--- src/rtl/cbuf_pkg.sv ---
package cbuf_pkg;

    // Direction of an automatic update
    typedef enum logic {
        DIR_UP   = 1'b0,
        DIR_DOWN = 1'b1
    } step_dir_e;

endpackage

--- src/rtl/cbuf_cfg.sv ---
module cbuf_cfg #(
    parameter int NUM_PTR = 2,
    parameter int LEN_W   = 8
) (
    input  logic               clk,
    input  logic               rst_n,
    input  logic               cfg_we,
    input  logic [NUM_PTR-1:0] circ_in,
    input  logic [NUM_PTR-1:0] dir_in,
    input  logic               len_we,
    input  logic [LEN_W-1:0]   len_in,
    output logic [NUM_PTR-1:0] circ_o,
    output logic [NUM_PTR-1:0] dir_o,
    output logic [LEN_W-1:0]   len_o
);

    typedef struct packed {
        logic [NUM_PTR-1:0] circ;
        logic [NUM_PTR-1:0] dir;
        logic [LEN_W-1:0]   len;
    } cfg_state_t;

    cfg_state_t s_d, s_q;

    always_comb begin
        s_d = s_q;
        if (cfg_we) begin
            s_d.circ = circ_in;
            s_d.dir  = dir_in;
        end
        if (len_we) begin
            s_d.len = len_in;
        end
    end

    always_ff @(posedge clk) begin
        if (!rst_n) begin
            s_q <= '0;
        end else begin
            s_q <= s_d;
        end
    end

    assign circ_o = s_q.circ;
    assign dir_o  = s_q.dir;
    assign len_o  = s_q.len;


    len_write_chk: assert property (@(posedge clk) disable iff (!rst_n)
        len_we |=> (len_o == $past(len_in)));


    cfg_hold_chk: assert property (@(posedge clk) disable iff (!rst_n)
        !cfg_we |=> ($stable(circ_o) && $stable(dir_o)));

endmodule

--- src/rtl/cbuf_step.sv ---
module cbuf_step #(
    parameter int PTR_W = 16,
    parameter int LEN_W = 8
) (
    input  logic [PTR_W-1:0] cur,
    input  logic [LEN_W-1:0] len,
    input  logic             circ,
    input  logic             down,
    output logic [PTR_W-1:0] nxt
);

    localparam logic [PTR_W-1:0] BASE_B = PTR_W'(1) << LEN_W;

    logic [PTR_W-1:0] end_a;
    logic [PTR_W-1:0] end_b;

    assign end_a = PTR_W'(len);
    assign end_b = BASE_B | PTR_W'(len);

    always_comb begin
        if (circ && !down && cur == end_a) begin
            nxt = '0;
        end else if (circ && !down && cur == end_b) begin
            nxt = BASE_B;
        end else if (circ && down && cur == '0) begin
            nxt = end_a;
        end else if (circ && down && cur == BASE_B) begin
            nxt = end_b;
        end else if (down) begin
            nxt = cur - 1'b1;
        end else begin
            nxt = cur + 1'b1;
        end
    end

endmodule

--- src/rtl/cbuf_slot.sv ---
module cbuf_slot #(
    parameter int PTR_W = 16,
    parameter int LEN_W = 8
) (
    input  logic             clk,
    input  logic             rst_n,
    input  logic             load,
    input  logic [PTR_W-1:0] load_data,
    input  logic             step_en,
    input  logic             step_down,
    input  logic             circ,
    input  logic [LEN_W-1:0] len,
    output logic [PTR_W-1:0] ptr_o
);

    localparam logic [PTR_W-1:0] BASE_B = PTR_W'(1) << LEN_W;

    typedef struct packed {
        logic [PTR_W-1:0] ptr;
    } slot_state_t;

    slot_state_t      s_d, s_q;
    logic [PTR_W-1:0] step_nxt;

    cbuf_step #(
        .PTR_W(PTR_W),
        .LEN_W(LEN_W)
    ) i_step (
        .cur (s_q.ptr),
        .len (len),
        .circ(circ),
        .down(step_down),
        .nxt (step_nxt)
    );

    always_comb begin
        s_d = s_q;
        if (load) begin
            s_d.ptr = load_data;
        end else if (step_en) begin
            s_d.ptr = step_nxt;
        end
    end

    always_ff @(posedge clk) begin
        if (!rst_n) begin
            s_q <= '0;
        end else begin
            s_q <= s_d;
        end
    end

    assign ptr_o = s_q.ptr;


    load_take_chk: assert property (@(posedge clk) disable iff (!rst_n)
        load |=> (ptr_o == $past(load_data)));


    idle_hold_chk: assert property (@(posedge clk) disable iff (!rst_n)
        (!load && !step_en) |=> $stable(ptr_o));


    linear_up_chk: assert property (@(posedge clk) disable iff (!rst_n)
        (!load && step_en && !step_down && !circ) |=> (ptr_o == $past(ptr_o) + 1'b1));


    wrap_a_up_chk: assert property (@(posedge clk) disable iff (!rst_n)
        (!load && step_en && !step_down && circ && ptr_o == PTR_W'(len)) |=> (ptr_o == '0));


    wrap_b_down_chk: assert property (@(posedge clk) disable iff (!rst_n)
        (!load && step_en && step_down && circ && ptr_o == BASE_B)
        |=> (ptr_o == (BASE_B | PTR_W'($past(len)))));

endmodule

--- src/rtl/cbuf_ptr_pair.sv ---
module cbuf_ptr_pair #(
    parameter int PTR_W = 16,
    parameter int LEN_W = 8
) (
    input  logic             clk,
    input  logic             rst_n,
    input  logic             cfg_we_i,
    input  logic [1:0]       cfg_circ_i,
    input  logic [1:0]       cfg_dir_i,
    input  logic             len_we_i,
    input  logic [LEN_W-1:0] len_i,
    input  logic             ptr_sel_i,
    input  logic             load_i,
    input  logic [PTR_W-1:0] load_data_i,
    input  logic             inc_i,
    input  logic             upd_i,
    output logic [PTR_W-1:0] ptr0_o,
    output logic [PTR_W-1:0] ptr1_o
);

    import cbuf_pkg::*;

    localparam int NUM_PTR = 2;

    logic [NUM_PTR-1:0] circ_q;
    logic [NUM_PTR-1:0] dir_q;
    logic [LEN_W-1:0]   len_q;
    logic [PTR_W-1:0]   ptr_vals [NUM_PTR];

    cbuf_cfg #(
        .NUM_PTR(NUM_PTR),
        .LEN_W  (LEN_W)
    ) i_cfg (
        .clk    (clk),
        .rst_n  (rst_n),
        .cfg_we (cfg_we_i),
        .circ_in(cfg_circ_i),
        .dir_in (cfg_dir_i),
        .len_we (len_we_i),
        .len_in (len_i),
        .circ_o (circ_q),
        .dir_o  (dir_q),
        .len_o  (len_q)
    );

    for (genvar k = 0; k < NUM_PTR; k++) begin : g_slot
        logic hit;
        logic ld_k;
        logic inc_k;
        logic upd_k;
        logic down_k;

        assign hit    = (ptr_sel_i == 1'(k));
        assign ld_k   = load_i && hit;
        assign inc_k  = inc_i && hit;
        assign upd_k  = upd_i && hit;
        // explicit increment ignores the direction bit
        assign down_k = !inc_k && upd_k && (step_dir_e'(dir_q[k]) == DIR_DOWN);

        cbuf_slot #(
            .PTR_W(PTR_W),
            .LEN_W(LEN_W)
        ) i_slot (
            .clk      (clk),
            .rst_n    (rst_n),
            .load     (ld_k),
            .load_data(load_data_i),
            .step_en  (inc_k || upd_k),
            .step_down(down_k),
            .circ     (circ_q[k]),
            .len      (len_q),
            .ptr_o    (ptr_vals[k])
        );
    end

    assign ptr0_o = ptr_vals[0];
    assign ptr1_o = ptr_vals[1];


    inc_ignores_dir_chk: assert property (@(posedge clk) disable iff (!rst_n)
        (inc_i && !load_i && !ptr_sel_i && !circ_q[0]) |=> (ptr0_o == $past(ptr0_o) + 1'b1));


    other_ptr_hold_chk: assert property (@(posedge clk) disable iff (!rst_n)
        ptr_sel_i |=> $stable(ptr0_o));

endmodule

--- config.mk ---
export PLATFORM = sky130hd
export DESIGN_NAME = cbuf_ptr_pair
export DESIGN_NICKNAME = d
export VERILOG_FILES = /design/src/rtl/cbuf_pkg.sv /design/src/rtl/cbuf_cfg.sv /design/src/rtl/cbuf_step.sv /design/src/rtl/cbuf_slot.sv /design/src/rtl/cbuf_ptr_pair.sv
export SDC_FILE = /design/constraint.sdc
export NUM_CORES = 1
export LEC_CHECK = 0
export CAP_MARGIN = 20
export CELL_PAD_IN_SITES_DETAIL_PLACEMENT = 0
export CELL_PAD_IN_SITES_GLOBAL_PLACEMENT = 2
export CORE_ASPECT_RATIO = 1.4
export CORE_UTILIZATION = 30
export CTS_BUF_LIST = sky130_fd_sc_hd__clkbuf_16
export CTS_CLUSTER_SIZE = 24
export DETAILED_ROUTE_END_ITERATION = 12
export PLACE_DENSITY = 0.88
export SYNTH_ARGS = -nofsm -noshare
export SYNTH_HDL_FRONTEND = slang
export SYNTH_SLANG_ARGS = --single-unit
--- constraint.sdc ---
create_clock -name clk -period 4.65 [get_ports clk]
set_input_delay 0.93 -clock clk [delete_from_list [all_inputs] [get_ports clk]]
set_output_delay 0.93 -clock clk [all_outputs]
set_load 0.01 [all_outputs]
==> results of run 1 <==
## layer usage
layer / global-route usage [%] / share of wire, % / wire length (um) / vias up
met3: 1.77 / 2.5 / 265 / 25
met5: 0 / 0 / 0 / -
met2: 32.4 / 51 / 5360 / 72
li1: - / - / - / 1713
met1: 21.5 / 43 / 4600 / 1639
met4: 8.78 / 3.4 / 364 / 0
## registers in the layout (all words and copies together) (netlist names)
name / count
i_cfg.circ_o: 2
g_slot.i_slot.ptr_o: 32
i_cfg.len_o: 8
i_cfg.dir_o: 2
## tightest hold or removal path, delay by kind of cell, from the launching register on
family / cells / cell delay, ns
DFF: 1 / 0.33
muxes: 1 / 0.07
and+or+nand+nor: 1 / 0.07
## logic make-up after synthesis
family,after synthesis
xor gates and xnor gates,40
AOI/OAI and AO/OA,137
buffers and inverters,28
and+or+nand+nor,126
muxes,14
DFF,44
adders and majority gates,30
## cells in the final DEF (no fill, tap or decap), types with 5 or more instances in the layout
cell type	synthesis	layout
nand2b_1	8	8
o21ai_0	20	20
dfxtp_1	44	44
a22oi_1	17	17
nor4_1	7	7
nand2_1	32	32
a222oi_1	7	7
inv_1	9	9
clkdlybuf4s50_1	0	67
xnor2_1	24	24
clkbuf_16	0	5
o22ai_1	5	5
a221oi_1	8	8
a21oi_1	27	27
nor3_1	5	5
mux2i_1	13	13
a21o_1	9	9
ha_1	28	28
buf_4	0	6
o21a_1	6	6
xor2_1	16	16
nand3_1	6	6
nor2_1	46	46
## power breakdown
group	internal, W	switching, W	leakage (nW)
Clock	0.000195	0.000148	0.0710
Sequential	0.000399	0.0000355	0.361
Combinational	0.000123	0.000112	1.35
Total	0.000717	0.000296	1.79
## worst max-delay path by stage
stage,start,endpoint
floorplan,inc_i,g_slot[0].i_slot.ptr_o[14]$_SDFFE_PN0P_
global placement,ptr_sel_i,g_slot[0].i_slot.ptr_o[14]$_SDFFE_PN0P_
detailed placement,ptr_sel_i,g_slot[1].i_slot.ptr_o[15]$_SDFFE_PN0P_
CTS,ptr_sel_i,g_slot[1].i_slot.ptr_o[15]$_SDFFE_PN0P_
global route,ptr_sel_i,g_slot[1].i_slot.ptr_o[15]$_SDFFE_PN0P_
finish,ptr_sel_i,g_slot[1].i_slot.ptr_o[15]$_SDFFE_PN0P_
## stage by stage
step	power, W	instances
6_report	0.00101	626
3_5_place_dp	0.000677	617
5_1_grt	0.00106	626
2_1_floorplan	0.000572	419
3_3_place_gp	0.000675	617
4_1_cts	0.00102	625
## layout make-up
class | instances | area, um2 | area share, %
inverters | 10 | 37.5 | 0.850
well taps | 144 | 180 | 4.08
repair buffers | 73 | 716 | 16.2
flip-flops and latches | 44 | 881 | 19.9
multi-input cells | 347 | 2460 | 55.8
clock buffers | 5 | 125 | 2.83
clock inverters | 3 | 13.8 | 0.312
==> results.tsv, run 1 <==
stage	metric	value	unit
clocking	cts_buffers	5	
clocking	clk_root_buffer_cell	clkbuf_16	
hold_path	hold_path_end	i_cfg.circ_o[1]$_SDFFE_PN0P_	
cells_and_area	utilization	39.1	%
worst_setup_path	r2r-start	i_cfg.dir_o[1]$_SDFFE_PN0P_	
yosys	synth_top_cell_area_share	25.5	%
sta	final.setup.tns	0	ns
pwr	powerDensity	229	mW/mm2
yosys	ys_warn_count	0	
global_route	grt_max_degree	26	
clocking	cts.sinks	44	
route	vias	3449	
clocking	ctsHoldBuffers	0	
worst_setup_path	slowest_stage	clkdlybuf4s50_1	
floorplan	start_util	30.6	%
yosys	yosysMostFrequentCell	nor2_1	
sta	worst_slew_pin_slew	0.833	ns
worst_setup_path	crit_fanout	14	
clocking	cts_setup_buffers	0	
route	drt-pass1-iter-count	6	
worst_setup_path	rrSetupSlack	1.75	ns
yosys	synth_top_family_by_area	compound AO/OA/AOI/OAI gates	
worst_setup_path	critical_path_required	4.82	ns
clocking	h-tree-depth	2	
yosys	avgSynthCellArea	8.24	um2
route	ant_nets	0	
global_route	grt_pass1_vias	3460	
yosys	ys_types	60	
global_route	track_usage	18.1	%
placed_design	place_ws	0.518	ns
cells_and_area	fin_area	0.00442	mm2
yosys	synth_seq_area_share	25.5	%
yosys	synth_simple_gate_area_share	18.2	%
cells_and_area	n_antenna_cell	0	
sta	drv_slew	0	
cells_and_area	fill_cells	1206	
worst_setup_path	path_cells	clkdlybuf4s50_1, nand4b_1, inv_1, ha_1, a21oi_1, a21boi_0, a41oi_1, o21ai_0, o31ai_1, xnor2_1, o2bb2ai_1	
cells_and_area	drive_gt1_share	4.56	%
floorplan	row_count	46	
worst_setup_path	critical_path_buf_inv_count	2	
run	cap_violations	0	
placed_design	port_buffers	67	
worst_setup_path	cp-start-kind	input pin	
clocking	clockBufferDepth	2	
yosys	netlist_area	0.00345	mm2
clocking	clock_latency	0.29	ns
worst_setup_path	slowest_delay	0.58	ns
pwr	irDropWorstVdd	0.125	mV
sta	fin_skew	0.00676	ns
worst_setup_path	cp.arrival	4.00	ns
sta	fmax	261	MHz
sta	fin_crit_sh	82.4	%
sta	hold_slack	0.499	ns
route	wl	10600	um
yosys	syn_nets	485	
sta	hold_violations	0	
route	post_drt_wl_per_cell	16.9	um
worst_setup_path	worst-path-stages	11	
yosys	yosysTopAreaCell	dfxtp_1	
yosys	synth_compound_area_share	27.6	%
yosys	synthTopCellsByArea	dfxtp_1 26%, ha_1 10%, xnor2_1 6.1%	
worst_setup_path	timing_worst_setup_path_type	in -> reg	
global_route	antenna_found_initial	0	
clocking	cts_tree	done	
sta	layout_min_cycle_time	3.83	ns
worst_setup_path	endpoint_kind	flip-flop	
floorplan	dieHeight	129	um
yosys	async_reset_ff_share	0	%
sta	slew_headroom	44.0	%
worst_setup_path	path_delay_family	compound AO/OA/AOI/OAI gates	
yosys	synth_mux_area_share	4.10	%
route	drt_first_iter_violations	138	
clocking	cts-resized-gates	0	
cells_and_area	area_delta_synth_final	27.9	%
clocking	clk_pin_slew_worst_paths	0.06	ns
yosys	synth_seq_cells	44	
sta	worst_slack	0.820	ns
worst_setup_path	r2r_cells	10	
yosys	synth_edf_count	0	
sta	setup_viol	0	
floorplan	core-area	0.0113	mm2
route	vias_per_cell	5.51	
yosys	synth_ff_type	dfxtp_1	
global_route	grt_pass1_wl	17000	um
floorplan	pin_count	68	
hold_path	holdPathStages	2	
cells_and_area	final_nets	547	
worst_setup_path	r2r-end	g_slot[1].i_slot.ptr_o[15]$_SDFFE_PN0P_	
global_route	grt-ovfl-total	0	
yosys	synth_fa_ha_area_share	11.3	%
placed_design	placed_area	0.00427	mm2
hold_path	worstHoldPathType	reg -> reg	
route	drc	0	
floorplan	die_area	0.0119	mm2
yosys	synth_cells	419	
floorplan	dieWidth	92.7	um
hold_path	min_from	i_cfg.circ_o[1]$_SDFFE_PN0P_	
yosys	synthTopCellsByCount	46 x nor2_1, 44 x dfxtp_1, 32 x nand2_1	
pwr	p_leak	1.79	nW
status	status	finished clean	
placed_design	place_congestion	0.812	
yosys	synth-xor-area-share	10.1	%
placed_design	hpwl	8370	um
sta	rsz0062_at_grt	false	
(Power assumes the default switching activity.)
==> run 2: changes to the inputs <==
--- a/config.mk
+++ b/config.mk
@@ -9,11 +9,11 @@
 export CELL_PAD_IN_SITES_DETAIL_PLACEMENT = 0
 export CELL_PAD_IN_SITES_GLOBAL_PLACEMENT = 2
 export CORE_ASPECT_RATIO = 1.4
-export CORE_UTILIZATION = 30
+export CORE_UTILIZATION = 28
 export CTS_BUF_LIST = sky130_fd_sc_hd__clkbuf_16
 export CTS_CLUSTER_SIZE = 24
 export DETAILED_ROUTE_END_ITERATION = 12
-export PLACE_DENSITY = 0.88
+export PLACE_DENSITY = 0.87
 export SYNTH_ARGS = -nofsm -noshare
 export SYNTH_HDL_FRONTEND = slang
 export SYNTH_SLANG_ARGS = --single-unit
==> constraint.sdc (replaced) <==
create_clock -name clk -period 3.36 [get_ports clk]
set_input_delay 0.672 -clock clk [delete_from_list [all_inputs] [get_ports clk]]
set_output_delay 0.672 -clock clk [all_outputs]
set_load 0.01 [all_outputs]
==> results.tsv, run 2 (synthesized netlist as in run 1, its figures left out) <==
stage	metric	value	unit	change
status	status	finished clean		
worst_setup_path	cp-start-kind	input pin		
hold_path	worstHoldPathType	reg -> reg		
clocking	cts_tree	done		
floorplan	core-area	0.0119	mm2	+5.8%
floorplan	dieHeight	133	um	+3.5%
sta	layout_min_cycle_time	3.21	ns	
placed_design	dp_cells	654		+6.0%
sta	worst_slew_pin_slew	0.670	ns	-0.163 ns
worst_setup_path	slowest_delay	0.45	ns	-0.13 ns
floorplan	start_util	28.9	%	-1.7 points
floorplan	row_count	47		+2.2%
sta	slew_headroom	55.3	%	+11 points
worst_setup_path	cp.arrival	3.39	ns	-0.61 ns
floorplan	pin_count	68		unchanged
pwr	intPower	0.00101	W	+40%
cells_and_area	utilization	39.1	%	-0.047 points
floorplan	dieWidth	95.8	um	+3.4%
pwr	irDropWorstVdd	0.165	mV	+32%
pwr	finalPower	0.00142	W	+40%
clocking	cts_setup_buffers	0		unchanged
cells_and_area	final_cell_mix	67 x clkdlybuf4s50_1, 46 x nor2_1, 44 x dfxtp_1		
cells_and_area	area_delta_synth_final	35.2	%	
route	drt_first_iter_violations	161		+17%
sta	hold_violations	0		unchanged
sta	fin_skew	0.00394	ns	-0.00283 ns
clocking	clk_root_buffer_cell	clkbuf_16		
global_route	grt_pass1_vias	3631		+4.9%
clocking	cts_buffers	5		unchanged
cells_and_area	n_antenna_cell	0		unchanged
global_route	grt_pass1_wl	18300	um	+7.9%
cells_and_area	drive_gt1_share	10.9	%	+6.3 points
pwr	p_clk_share	33.4	%	-0.5 points
route	vias_per_cell	5.43		-1.5%
clocking	ctsHoldBuffers	0		unchanged
placed_design	place_congestion	0.844		+4.0%
global_route	track_usage	18.5	%	+0.46 points
pwr	seqPwrFrac	42.4	%	-0.5 points
pwr	power.switching	0.000416	W	+40%
worst_setup_path	timing_worst_setup_path_type	in -> reg		
placed_design	port_buffers	67		unchanged
global_route	grt_max_degree	21		-19%
pwr	p_leak	1.95	nW	+9.2%
cells_and_area	fin_cells	662		+5.8%
route	drt-pass1-iter-count	5		-1
run	cap_violations	0		unchanged
sta	fin_crit_sh	95.7	%	
sta	fmax	311	MHz	
worst_setup_path	path_delay_family	simple AND/OR/NAND/NOR gates		
worst_setup_path	critical_path_required	3.53	ns	-1.29 ns
clocking	clock_latency	0.29	ns	about the same
route	ant_nets	0		unchanged
clocking	clockBufferDepth	2		unchanged
sta	drv_slew	0		unchanged
placed_design	placed_area	0.00453	mm2	+6.1%
pwr	switching_share	29.3	%	+0.034 points
pwr	powerDensity	305	mW/mm2	+33%
clocking	cts.sinks	44		unchanged
cells_and_area	fin_area	0.00467	mm2	+5.7%
clocking	clk_pin_slew_worst_paths	0.06	ns	about the same
placed_design	hpwl	9040	um	+8.0%
worst_setup_path	slowest_stage	or3b_2		
clocking	h-tree-depth	2		unchanged
route	vias	3594		+4.2%
worst_setup_path	critical_path_buf_inv_count	2		unchanged
cells_and_area	final_nets	580		+6.0%
route	wl	11300	um	+7.1%
cells_and_area	largest_reg_flops	32		unchanged
sta	setup_viol	0		unchanged
route	drc	0		unchanged
clocking	cts-resized-gates	0		unchanged
sta	rsz0062_at_grt	true		
pwr	p_comb_share	24.1	%	+0.9 points
worst_setup_path	endpoint_kind	flip-flop		
floorplan	die_area	0.0128	mm2	+7.0%
global_route	grt-ovfl-total	0		unchanged
route	post_drt_wl_per_cell	17.1	um	+1.3%
global_route	antenna_found_initial	0		unchanged
sta	final.setup.tns	0	ns	unchanged
worst_setup_path	crit_fanout	5		-9
cells_and_area	final_common_cell	clkdlybuf4s50_1		
worst_setup_path	path_cells	clkdlybuf4s50_1, nand4bb_1, inv_1, ha_1, nor2b_1, o31a_1, o21ai_0, or3b_2, nand3_1, a21boi_0, o22ai_1		
[run 2: cell count changes in the layout (fill, tap and decap cells not counted), sizes merged]
| cell | delta |
|---|---|
| buf | +33 |
[run 2: power groups by stage]
| stage | sequential, W | clock, W | combinational (W) |
|---|---|---|---|
| after global routing | 0.000607 | 0.000505 | 0.000376 |
| after detailed placement | 0.000614 | 0 | 0.000342 |
| after CTS | 0.000603 | 0.000484 | 0.000344 |
| final | 0.000603 | 0.000475 | 0.000343 |
| after global placement | 0.000615 | 0 | 0.000338 |
| after floorplan | 0.000603 | 0 | 0.000188 |
[run 2: per-stage QoR]
step           hold slack [ns]  setup WS, ns
3_3_place_gp             0.479        -0.211
2_1_floorplan            0.452         0.113
6_report                 0.502         0.146
4_1_cts                  0.503        0.0293
3_5_place_dp             0.488        -0.276
5_1_grt                  0.554       -0.0220
[run 2: worst paths after layout]
| kind | startpoint | endpoint | slack [ns] | cells past startpoint |
|---|---|---|---|---|
| worst min register to register | i_cfg.dir_o[1]$_SDFFE_PN0P_ | i_cfg.dir_o[1]$_SDFFE_PN0P_ | 0.50 | 2 |
| worst max register to register | i_cfg.dir_o[0]$_SDFFE_PN0P_ | g_slot[0].i_slot.ptr_o[6]$_SDFFE_PN0P_ | 0.70 | 10 |
| worst min-delay path | i_cfg.dir_o[1]$_SDFFE_PN0P_ | i_cfg.dir_o[1]$_SDFFE_PN0P_ | 0.50 | 2 |
| worst max-delay path | inc_i | g_slot[0].i_slot.ptr_o[6]$_SDFFE_PN0P_ | 0.15 | 11 |
[run 2: layout make-up]
| class | instances | area [um2] |
|---|---|---|
| inverter | 10 | 37.5 |
| clock buffer | 5 | 125 |
| timing repair buffer | 106 | 963 |
| fill | 1256 | 7270 |
| tap | 147 | 184 |
| clock inverter | 3 | 13.8 |
| sequential | 44 | 881 |
| multi-input combinational | 347 | 2460 |
[run 2: metal layers]
layer	vias up	share of wire, %	GRT usage (%)	wire length [um]
met4	0	1.7	6.22	193
li1	1768	-	-	-
met3	9	3.9	1.43	443
met2	77	54	34.6	6110
met1	1740	41	21.6	4600
met5	-	0	0	0
[run 2: tightest hold or removal path: cells and delay by family (launching register included)]
family           cells  cell delay [ns]
flip-flops           1             0.33
multiplexers         1             0.07
AND/OR/NAND/NOR      1             0.07
